$ cat src/rtl/pfetch_pkg.sv
package pfetch_pkg;

    // Source of the word address driven to the program store this cycle
    typedef enum logic [1:0] {
        SRC_SEQ   = 2'd0,   // sequential program counter
        SRC_HOLD  = 2'd1,   // re-issue the word in flight (stall)
        SRC_JUMP  = 2'd2,   // relative redirect target
        SRC_CONST = 2'd3    // constant byte read
    } src_e;

endpackage

$ cat src/rtl/pfetch_target.sv
module pfetch_target #(
    parameter int PC_W  = 9,
    parameter int OFS_W = 12
) (
    input  logic [PC_W-1:0]  base,
    input  logic [OFS_W-1:0] ofs,
    output logic [PC_W-1:0]  target
);
    localparam int SUM_W = ((PC_W > OFS_W) ? PC_W : OFS_W) + 1;

    logic [SUM_W-1:0] base_x;
    logic [SUM_W-1:0] ofs_x;
    logic [SUM_W-1:0] sum;

    always_comb begin
        base_x = {{(SUM_W-PC_W){1'b0}}, base};
        ofs_x  = {{(SUM_W-OFS_W){ofs[OFS_W-1]}}, ofs};
        sum    = base_x + ofs_x + SUM_W'(1);
        target = sum[PC_W-1:0];
    end
endmodule

$ cat src/rtl/pfetch_issue_mux.sv
module pfetch_issue_mux
    import pfetch_pkg::*;
#(
    parameter int PC_W = 9
) (
    input  src_e            src,
    input  logic [PC_W-1:0] seq_addr,
    input  logic [PC_W-1:0] hold_addr,
    input  logic [PC_W-1:0] jump_addr,
    input  logic [PC_W-1:0] const_addr,
    output logic [PC_W-1:0] addr
);
    always_comb begin
        unique case (src)
            SRC_HOLD:  addr = hold_addr;
            SRC_JUMP:  addr = jump_addr;
            SRC_CONST: addr = const_addr;
            default:   addr = seq_addr;
        endcase
    end
endmodule

$ cat src/rtl/pfetch_byte_pick.sv
module pfetch_byte_pick #(
    parameter int INSTR_W = 16
) (
    input  logic [INSTR_W-1:0]   word,
    input  logic                 sel,
    input  logic                 blank,
    output logic [INSTR_W/2-1:0] lane_out
);
    localparam int BYTE_W = INSTR_W / 2;

    logic [BYTE_W-1:0] lane [2];

    for (genvar g = 0; g < 2; g++) begin : g_lane
        assign lane[g] = word[g*BYTE_W +: BYTE_W];
    end

    assign lane_out = blank ? '0 : lane[sel];
endmodule

$ cat src/rtl/pfetch_unit.sv
module pfetch_unit
    import pfetch_pkg::*;
#(
    parameter int PC_W    = 9,
    parameter int INSTR_W = 16,
    parameter int OFS_W   = 12,
    parameter int PTR_W   = 16,
    localparam int BYTE_W = INSTR_W / 2
) (
    input  logic               clk,
    input  logic               rst,
    input  logic               stall,
    input  logic               redir_req,
    input  logic [OFS_W-1:0]   redir_ofs,
    input  logic               cread_req,
    input  logic [PTR_W-1:0]   cread_ptr,
    input  logic [INSTR_W-1:0] imem_rdata,
    output logic [PC_W-1:0]    imem_addr,
    output logic [INSTR_W-1:0] instr,
    output logic [PC_W-1:0]    instr_pc,
    output logic               instr_valid,
    output logic [BYTE_W-1:0]  cread_data,
    output logic               cread_valid
);
    typedef struct packed {
        logic [PC_W-1:0]    pc;          // next sequential fetch address
        logic [INSTR_W-1:0] ir;          // fetch register
        logic [PC_W-1:0]    ir_pc;
        logic               ir_valid;
        logic               pend_valid;  // a word returns this cycle
        logic               pend_cread;  // ... and it belongs to a constant read
        logic               pend_sel;
        logic               pend_oor;
        logic [PC_W-1:0]    pend_addr;
        logic [BYTE_W-1:0]  cdata;
        logic               cvalid;
    } state_t;

    state_t q, d;

    logic            take_redir;
    logic            take_cread;
    src_e            src;
    logic [PC_W-1:0] jump_addr;
    logic [PC_W-1:0] const_addr;
    logic            const_oor;
    logic [PC_W-1:0] issue_addr;
    logic [BYTE_W-1:0] picked;

    assign take_redir = redir_req && q.ir_valid && !stall;
    assign take_cread = cread_req && !stall && !take_redir;
    assign const_addr = cread_ptr[PC_W:1];
    assign const_oor  = |cread_ptr[PTR_W-1:PC_W+1];

    always_comb begin
        if (stall)           src = SRC_HOLD;
        else if (take_redir) src = SRC_JUMP;
        else if (take_cread) src = SRC_CONST;
        else                 src = SRC_SEQ;
    end

    pfetch_target #(.PC_W(PC_W), .OFS_W(OFS_W)) u_target (
        .base   (q.ir_pc),
        .ofs    (redir_ofs),
        .target (jump_addr)
    );

    pfetch_issue_mux #(.PC_W(PC_W)) u_mux (
        .src        (src),
        .seq_addr   (q.pc),
        .hold_addr  (q.pend_addr),
        .jump_addr  (jump_addr),
        .const_addr (const_addr),
        .addr       (issue_addr)
    );

    pfetch_byte_pick #(.INSTR_W(INSTR_W)) u_pick (
        .word     (imem_rdata),
        .sel      (q.pend_sel),
        .blank    (q.pend_oor),
        .lane_out (picked)
    );

    always_comb begin
        d = q;
        d.cvalid = 1'b0;
        if (!stall) begin
            // retire the word returning now
            if (q.pend_valid && q.pend_cread) begin
                d.cdata    = picked;
                d.cvalid   = 1'b1;
                d.ir       = '0;
                d.ir_valid = 1'b0;
            end else if (q.pend_valid && !take_redir) begin
                d.ir       = imem_rdata;
                d.ir_pc    = q.pend_addr;
                d.ir_valid = 1'b1;
            end else begin
                d.ir       = '0;
                d.ir_valid = 1'b0;
            end
            // record the word issued now
            d.pend_valid = 1'b1;
            d.pend_cread = take_cread;
            d.pend_sel   = cread_ptr[0];
            d.pend_oor   = take_cread && const_oor;
            d.pend_addr  = issue_addr;
            d.pc         = take_cread ? q.pc : issue_addr + PC_W'(1);
        end
        if (rst) begin
            d = '0;
        end
    end

    always_ff @(posedge clk) begin
        q <= d;
    end

    assign imem_addr   = issue_addr;
    assign instr       = q.ir;
    assign instr_pc    = q.ir_pc;
    assign instr_valid = q.ir_valid;
    assign cread_data  = q.cdata;
    assign cread_valid = q.cvalid;
endmodule

$ cat config.mk
export PLATFORM = sky130hd
export DESIGN_NAME = pfetch_unit
export DESIGN_NICKNAME = d
export VERILOG_FILES = /design/src/rtl/pfetch_pkg.sv /design/src/rtl/pfetch_target.sv /design/src/rtl/pfetch_issue_mux.sv /design/src/rtl/pfetch_byte_pick.sv /design/src/rtl/pfetch_unit.sv
export SDC_FILE = /design/constraint.sdc
export NUM_CORES = 1
export LEC_CHECK = 0
export ABC_AREA = 1
export BUFFER_PORTS_ARGS = -buffer_cell sky130_fd_sc_hd__buf_4
export CAP_MARGIN = 20
export CORE_ASPECT_RATIO = 0.5
export CORE_MARGIN = 2
export CORE_UTILIZATION = 52
export CTS_CLUSTER_DIAMETER = 200
export CTS_CLUSTER_SIZE = 8
export DETAILED_ROUTE_END_ITERATION = 12
export PLACE_DENSITY = 0.79
export SYNTH_ARGS = -nofsm -noshare
export SYNTH_HDL_FRONTEND = slang
export SYNTH_SLANG_ARGS = --single-unit
export TNS_END_PERCENT = 1
$ cat constraint.sdc
create_clock -name clk -period 2.75 [get_ports clk]
set_input_delay 0.4125 -clock clk [delete_from_list [all_inputs] [get_ports clk]]
set_output_delay 0.4125 -clock clk [all_outputs]
set_load 0.1 [all_outputs]
======== Word level (Yosys, flattened, before mapping) ========
Cells that the tools add are included.
word-level totals
  input port bits ......................... 49
  flip-flop bits (word level) ............. 57
  output and inout bits ................... 44
cells by class
  reductions and logical operators ........ 14
  bitwise gates (word level) .............. 4
  eq/ne operators ......................... 3
  order comparisons ....................... 1
  muxes and demuxes ....................... 13
  add/subtract/negate cells ............... 3
operators by type and width
  cell                   count
  $mux W16               2
  $mux W8                4
  $pmux W9 S3            1
  $add A9 B1 Y9 const B  2
  $add A9 B9 Y9          1
  $logic_and A1 B1 Y1    7
  $mux W2                3
  $reduce_or A6 Y1       1
  $eq A2 B2 Y1 const B   2
  $reduce_and A2 Y1      2
  $mux W1                3
  $not A1 Y1             3
  $reduce_and A3 Y1      1
  $eq A2 B1 Y1 const B   1
  $ge A2 B2 Y1 const B   1
  $logic_not A1 Y1       2
  $not A1 Y2             1
  $reduce_or A2 Y1       1

======== Longest topological paths before layout ========
  word-level depth ........................ 10
  depth in mapped cells ................... 18
  depth with buffers taken out ............ 18

======== By module ========
Synthesis repeated with hierarchy kept, for this count alone.
unflattened totals
  cell total of the unflattened synthesis .. 494
  area, all modules ....................... 3324.4 um^2
modules (own cells, without submodules)
  module            area an instance (um^2)  times used  cells each  seq. area each (um^2)
  pfetch_unit       2448.6                   1           325         1141.1
  pfetch_target     409.1                    1           74          0.0
  pfetch_issue_mux  285.3                    1           52          0.0
  pfetch_byte_pick  181.4                    1           43          0.0

======== Least setup slack after synthesis ========
OpenSTA, ideal clock, no wires.
  path kind ............................... flip-flop to flip-flop
  start ................................... reg q (netlist bit instr_valid)
  end ..................................... reg q[55] in the netlist's numbering
  data arrival time ....................... 3.584 ns
  slack ................................... -0.902 ns
  path buffers ............................ 1
  data required time ...................... 2.683 ns
  stages on the path, launching flop included .. 10
  cell sequence ........................... dfxtp_1 nand2_4 nand2_4 buf_12 nor2_1 a21oi_1 nand3_1 nand2_1 nand3_1 a21oi_2
between the ends
  cells in the longest elaborated chain, start to end .. 10
  elaborated cells on any way between the ends .. 14
  classes of those cells .................. add/sub (1); eq/ne (3); mux (4); bitwise (1); reduce/logical (5)
RTL lines
  what                                                 RTL line                source
  from (decl)                                          pfetch_unit.sv:39       state_t q, d;
  from (signal assigned)                               pfetch_unit.sv:116      q <= d;
  $logic_and A1 B1 Y1 * (2 in series)                  pfetch_unit.sv:50       assign take_redir = redir_req && q.ir_valid && !stall;
  $logic_not A1 Y1                                     pfetch_unit.sv:51       assign take_cread = cread_req && !stall && !take_redir;
  $logic_and A1 B1 Y1                                  pfetch_unit.sv:51
  $mux W2                                              pfetch_unit.sv:58       else if (take_cread) src = SRC_CONST;
  $mux W2 *                                            pfetch_unit.sv:57       else if (take_redir) src = SRC_JUMP;
  $mux W2 *                                            pfetch_unit.sv:56       if (stall) src = SRC_HOLD;
  $eq A2 B2 Y1 / $eq A2 B1 Y1 (equally long branches)  pfetch_issue_mux.sv:14  unique case (src)
  $pmux W9 S3 *                                        pfetch_issue_mux.sv:14
  named net imem_addr[6]                               pfetch_unit.sv:18       output logic [PC_W-1:0] imem_addr,
  $add A9 B1 Y9 *                                      pfetch_unit.sv:108      d.pc = take_cread ? q.pc : issue_addr + PC_W'(1);
The timed path passes the listed nets; every way through them passes the cells marked *.
A chain may end at the register's enable or synchronous reset.

======== Worst setup path after layout ========
  start ................................... reg q (netlist bit instr_pc[0])
  end ..................................... out imem_addr[8]
between the ends
  cells in the longest elaborated chain, start to end .. 3
RTL lines
  what           RTL line                source
  $add A9 B9 Y9  pfetch_target.sv:18     sum = base_x + ofs_x + SUM_W'(1);
  $add A9 B1 Y9  pfetch_target.sv:18
  $pmux W9 S3    pfetch_issue_mux.sv:14
  to (decl)      pfetch_unit.sv:18
No other way between the ends.

==> flow_summary.json <==
{
  "fmax_ghz": 0.379,
  "die_x_um": 115,
  "cts_tree": "built",
  "arrival_ps": 2230,
  "syn_area_per_cell_um2": 7.31,
  "final.setup.tns_ps": 0,
  "drv_cap": 0,
  "pin_count": 93,
  "ant_nets": 0,
  "insertedDiodeCount": 0,
  "ys_seq_elements": 57,
  "worstSetupPathType": "reg2out",
  "worst_pin_slew_ps": 608,
  "drtPass1Iterations": 5,
  "required_ps": 2340,
  "grt_usage_pct": 22.8,
  "startpoint_type": "flip-flop",
  "path_clk_slew_ps": 50,
  "yosys.area_share.adder_pct": 4.49,
  "coreArea_um2": 6030,
  "hold_depth": 3,
  "post_drt_wl_per_cell_um": 13.5,
  "design.die.area_um2": 6900,
  "critPathMaxFanout": 3,
  "period_minus_slack_ps": 2640,
  "avgViaCountPerCell": 5.01,
  "drt-total-wl_um": 8030,
  "place_area_um2": 3740,
  "worstHoldStart": "imem_rdata[2]",
  "clockBufferDepth": 2,
  "setup_viol": 0,
  "holdBufCountCts": 0,
  "power_leakage_nw": 1.88,
  "vias": 2969,
  "yosys.area_share.simple_pct": 30.0,
  "r2r-start": "instr_pc[0]",
  "htreeDepth": 3,
  "post-dp-hpwl_um": 5740,
  "synth_area_um2": 3230,
  "antenna_found_initial": 0,
  "grt_overflow": 0,
  "grt_pass1_vias": 2512,
  "syn_inst": 442,
  "synth_top_family_by_area": "simple AND/OR/NAND/NOR gates",
  "peakVddDrop_uv": 325,
  "ctsRootBufferMaster": "clkbuf_16",
  "worst_slack_ps": 111,
  "layout.nets": 560,
  "max-slew-margin-rel_pct": 59.5,
  "clk_latency_ps": 320,
  "synthMuxAreaShare_pct": 2.79,
  "dpl_worst_slack_ps": 83.2,
  "end_kind": "output port",
  "synthesis.nets": 502,
  "die_h_um": 59.7,
  "drv_slew": 0,
  "grt_pass1_wl_um": 12000,
  "grt_max_degree": 58,
  "hold_end": "instr[2]",
  "area_delta_synth_final_pct": 25.4,
  "hold_viol_final": 0,
  "final_cell_mix": "nand2_1 (117), buf_4 (93), dfxtp_1 (56)",
  "drc": 0,
  "r2r_cells": 18,
  "cts_sinks": 57,
  "synth_compound_area_share_pct": 12.0,
  "initial_core_util_pct": 53.6,
  "synth_xor_area_share_pct": 0.813,
  "final_common_cell": "nand2_1",
  "drtIter0Drc": 250,
  "drive_gt1_share_pct": 30.1,
  "fin_area_um2": 4050,
  "numCtsBuffers": 9,
  "row_count": 20,
  "power.density_nw_per_um2": 615,
  "fin_crit_sh_pct": 96.0,
  "status": "complete, no violations",
  "ys_seq_area_share_pct": 35.3,
  "holdWs_ps": 355,
  "fin_util_pct": 67.2,
  "synthDistinctLibCells": 40,
  "reg2reg_to": "q[56]",
  "r2r_setup_slack_ps": 300,
  "yosys_warnings": 0,
  "hold_path_class": "in2reg",
  "clock_skew_ps": 6.05,
  "crit_start": "instr_pc[0]",
  "io_buffers": 89,
  "gp_congestion": 0.853
}
## metrics by stage
stage	power (mW)	std cells
floorplan	1.33	442
detailed placement	1.47	577
global route	2.58	593
finish	2.49	593
CTS	2.49	593
global placement	1.46	577
## layer usage
layer  share of wire, %  vias up  global-route usage (%)
met3                8.5        4                    5.78
met5                  0        -                       0
met4               0.15        0                    4.48
li1                   -     1504                       -
met2                 43      108                    34.3
met1                 49     1353                    33.2
## worst max-delay path by stage
| stage | endpoint |
|---|---|
| 2_1_floorplan | q[56] |
| 3_3_place_gp | imem_addr[8] |
| 3_5_place_dp | imem_addr[8] |
| 4_1_cts | imem_addr[8] |
| 5_1_grt | imem_addr[8] |
| 6_report | imem_addr[8] |
## logic make-up after synthesis
| group | after synthesis |
|---|---|
| compound gates | 69 |
| xor+xnor | 3 |
| mux | 8 |
| buf+inv | 84 |
| simple gates | 210 |
| fa+ha+maj | 11 |
| flops | 57 |
## cell type report
cell class	instances	area (um^2)
Inverter	36	141
Clock buffer	14	264
Multi-Input combinational cell	301	1640
Timing Repair Buffer	95	738
Tap cell	88	110
Clock inverter	2	12.5
Fill cell	503	1980
Sequential cell	57	1140
## cells in the mapped netlist
cell | instances | share of area, %
o21ai_1 | 1 | 0.15
a211oi_1 | 1 | 0.23
buf_12 | 1 | 0.62
xor2_1 | 3 | 0.81
or4_1 | 1 | 0.23
buf_6 | 1 | 0.35
nor2_1 | 40 | 4.6
nor3_1 | 1 | 0.15
nor2_4 | 3 | 1.0
clkbuf_1 | 10 | 1.2
a21oi_1 | 51 | 7.9
or2_1 | 1 | 0.19
nand3b_1 | 1 | 0.23
ha_1 | 10 | 3.9
inv_1 | 32 | 3.7
or2_2 | 1 | 0.19
a21oi_4 | 2 | 1.0
o31ai_1 | 1 | 0.23
o21a_1 | 1 | 0.23
nand2_4 | 4 | 1.4
nor2_8 | 2 | 1.2
nand3_2 | 2 | 0.62
nand3_1 | 25 | 3.9
a21o_1 | 1 | 0.23
buf_1 | 2 | 0.23
inv_2 | 3 | 0.35
fa_1 | 1 | 0.62
a221oi_1 | 1 | 0.27
mux2_2 | 8 | 2.8
dfxtp_1 | 57 | 35
a21oi_2 | 2 | 0.54
o21ai_0 | 8 | 1.2
nand4_1 | 3 | 0.58
buf_4 | 34 | 7.9
nand4_2 | 1 | 0.39
nand2_1 | 117 | 14
nor2_2 | 4 | 0.77
nor3_2 | 1 | 0.31
nand2_2 | 3 | 0.58
inv_4 | 1 | 0.19
## power breakdown
group          switching (mW)  internal (mW)
Combinational           0.405          0.177
Sequential             0.0260          0.865
Clock                   0.362          0.656
## registers in the layout (all words and copies together), names as in the netlist
name,cells
instr_pc,9
cread_data,8
q,22
instr,16
cread_valid,1
instr_valid,1
## worst max-delay path, stage by stage, from the launching register on
cell	delay [ps]
dfxtp_1	300
inv_1	90
ha_1	140
inv_1	50
fa_2	340
nand3_1	110
nand2_1	80
nand4_1	100
nand2_1	70
nand2_1	50
nand3_1	90
nand2_1	130
o21ai_2	90
inv_2	90
buf_12	170
## repair_timing
| action | CTS | global route |
|---|---|---|
| setup buffers | 0 | 0 |
| pin swaps | 0 | 1 |
| endpoints found under the setup margin | 2 | 2 |
| resized for setup | 5 | 6 |
| cloned | 0 | 0 |
(Power assumes the default switching activity.)
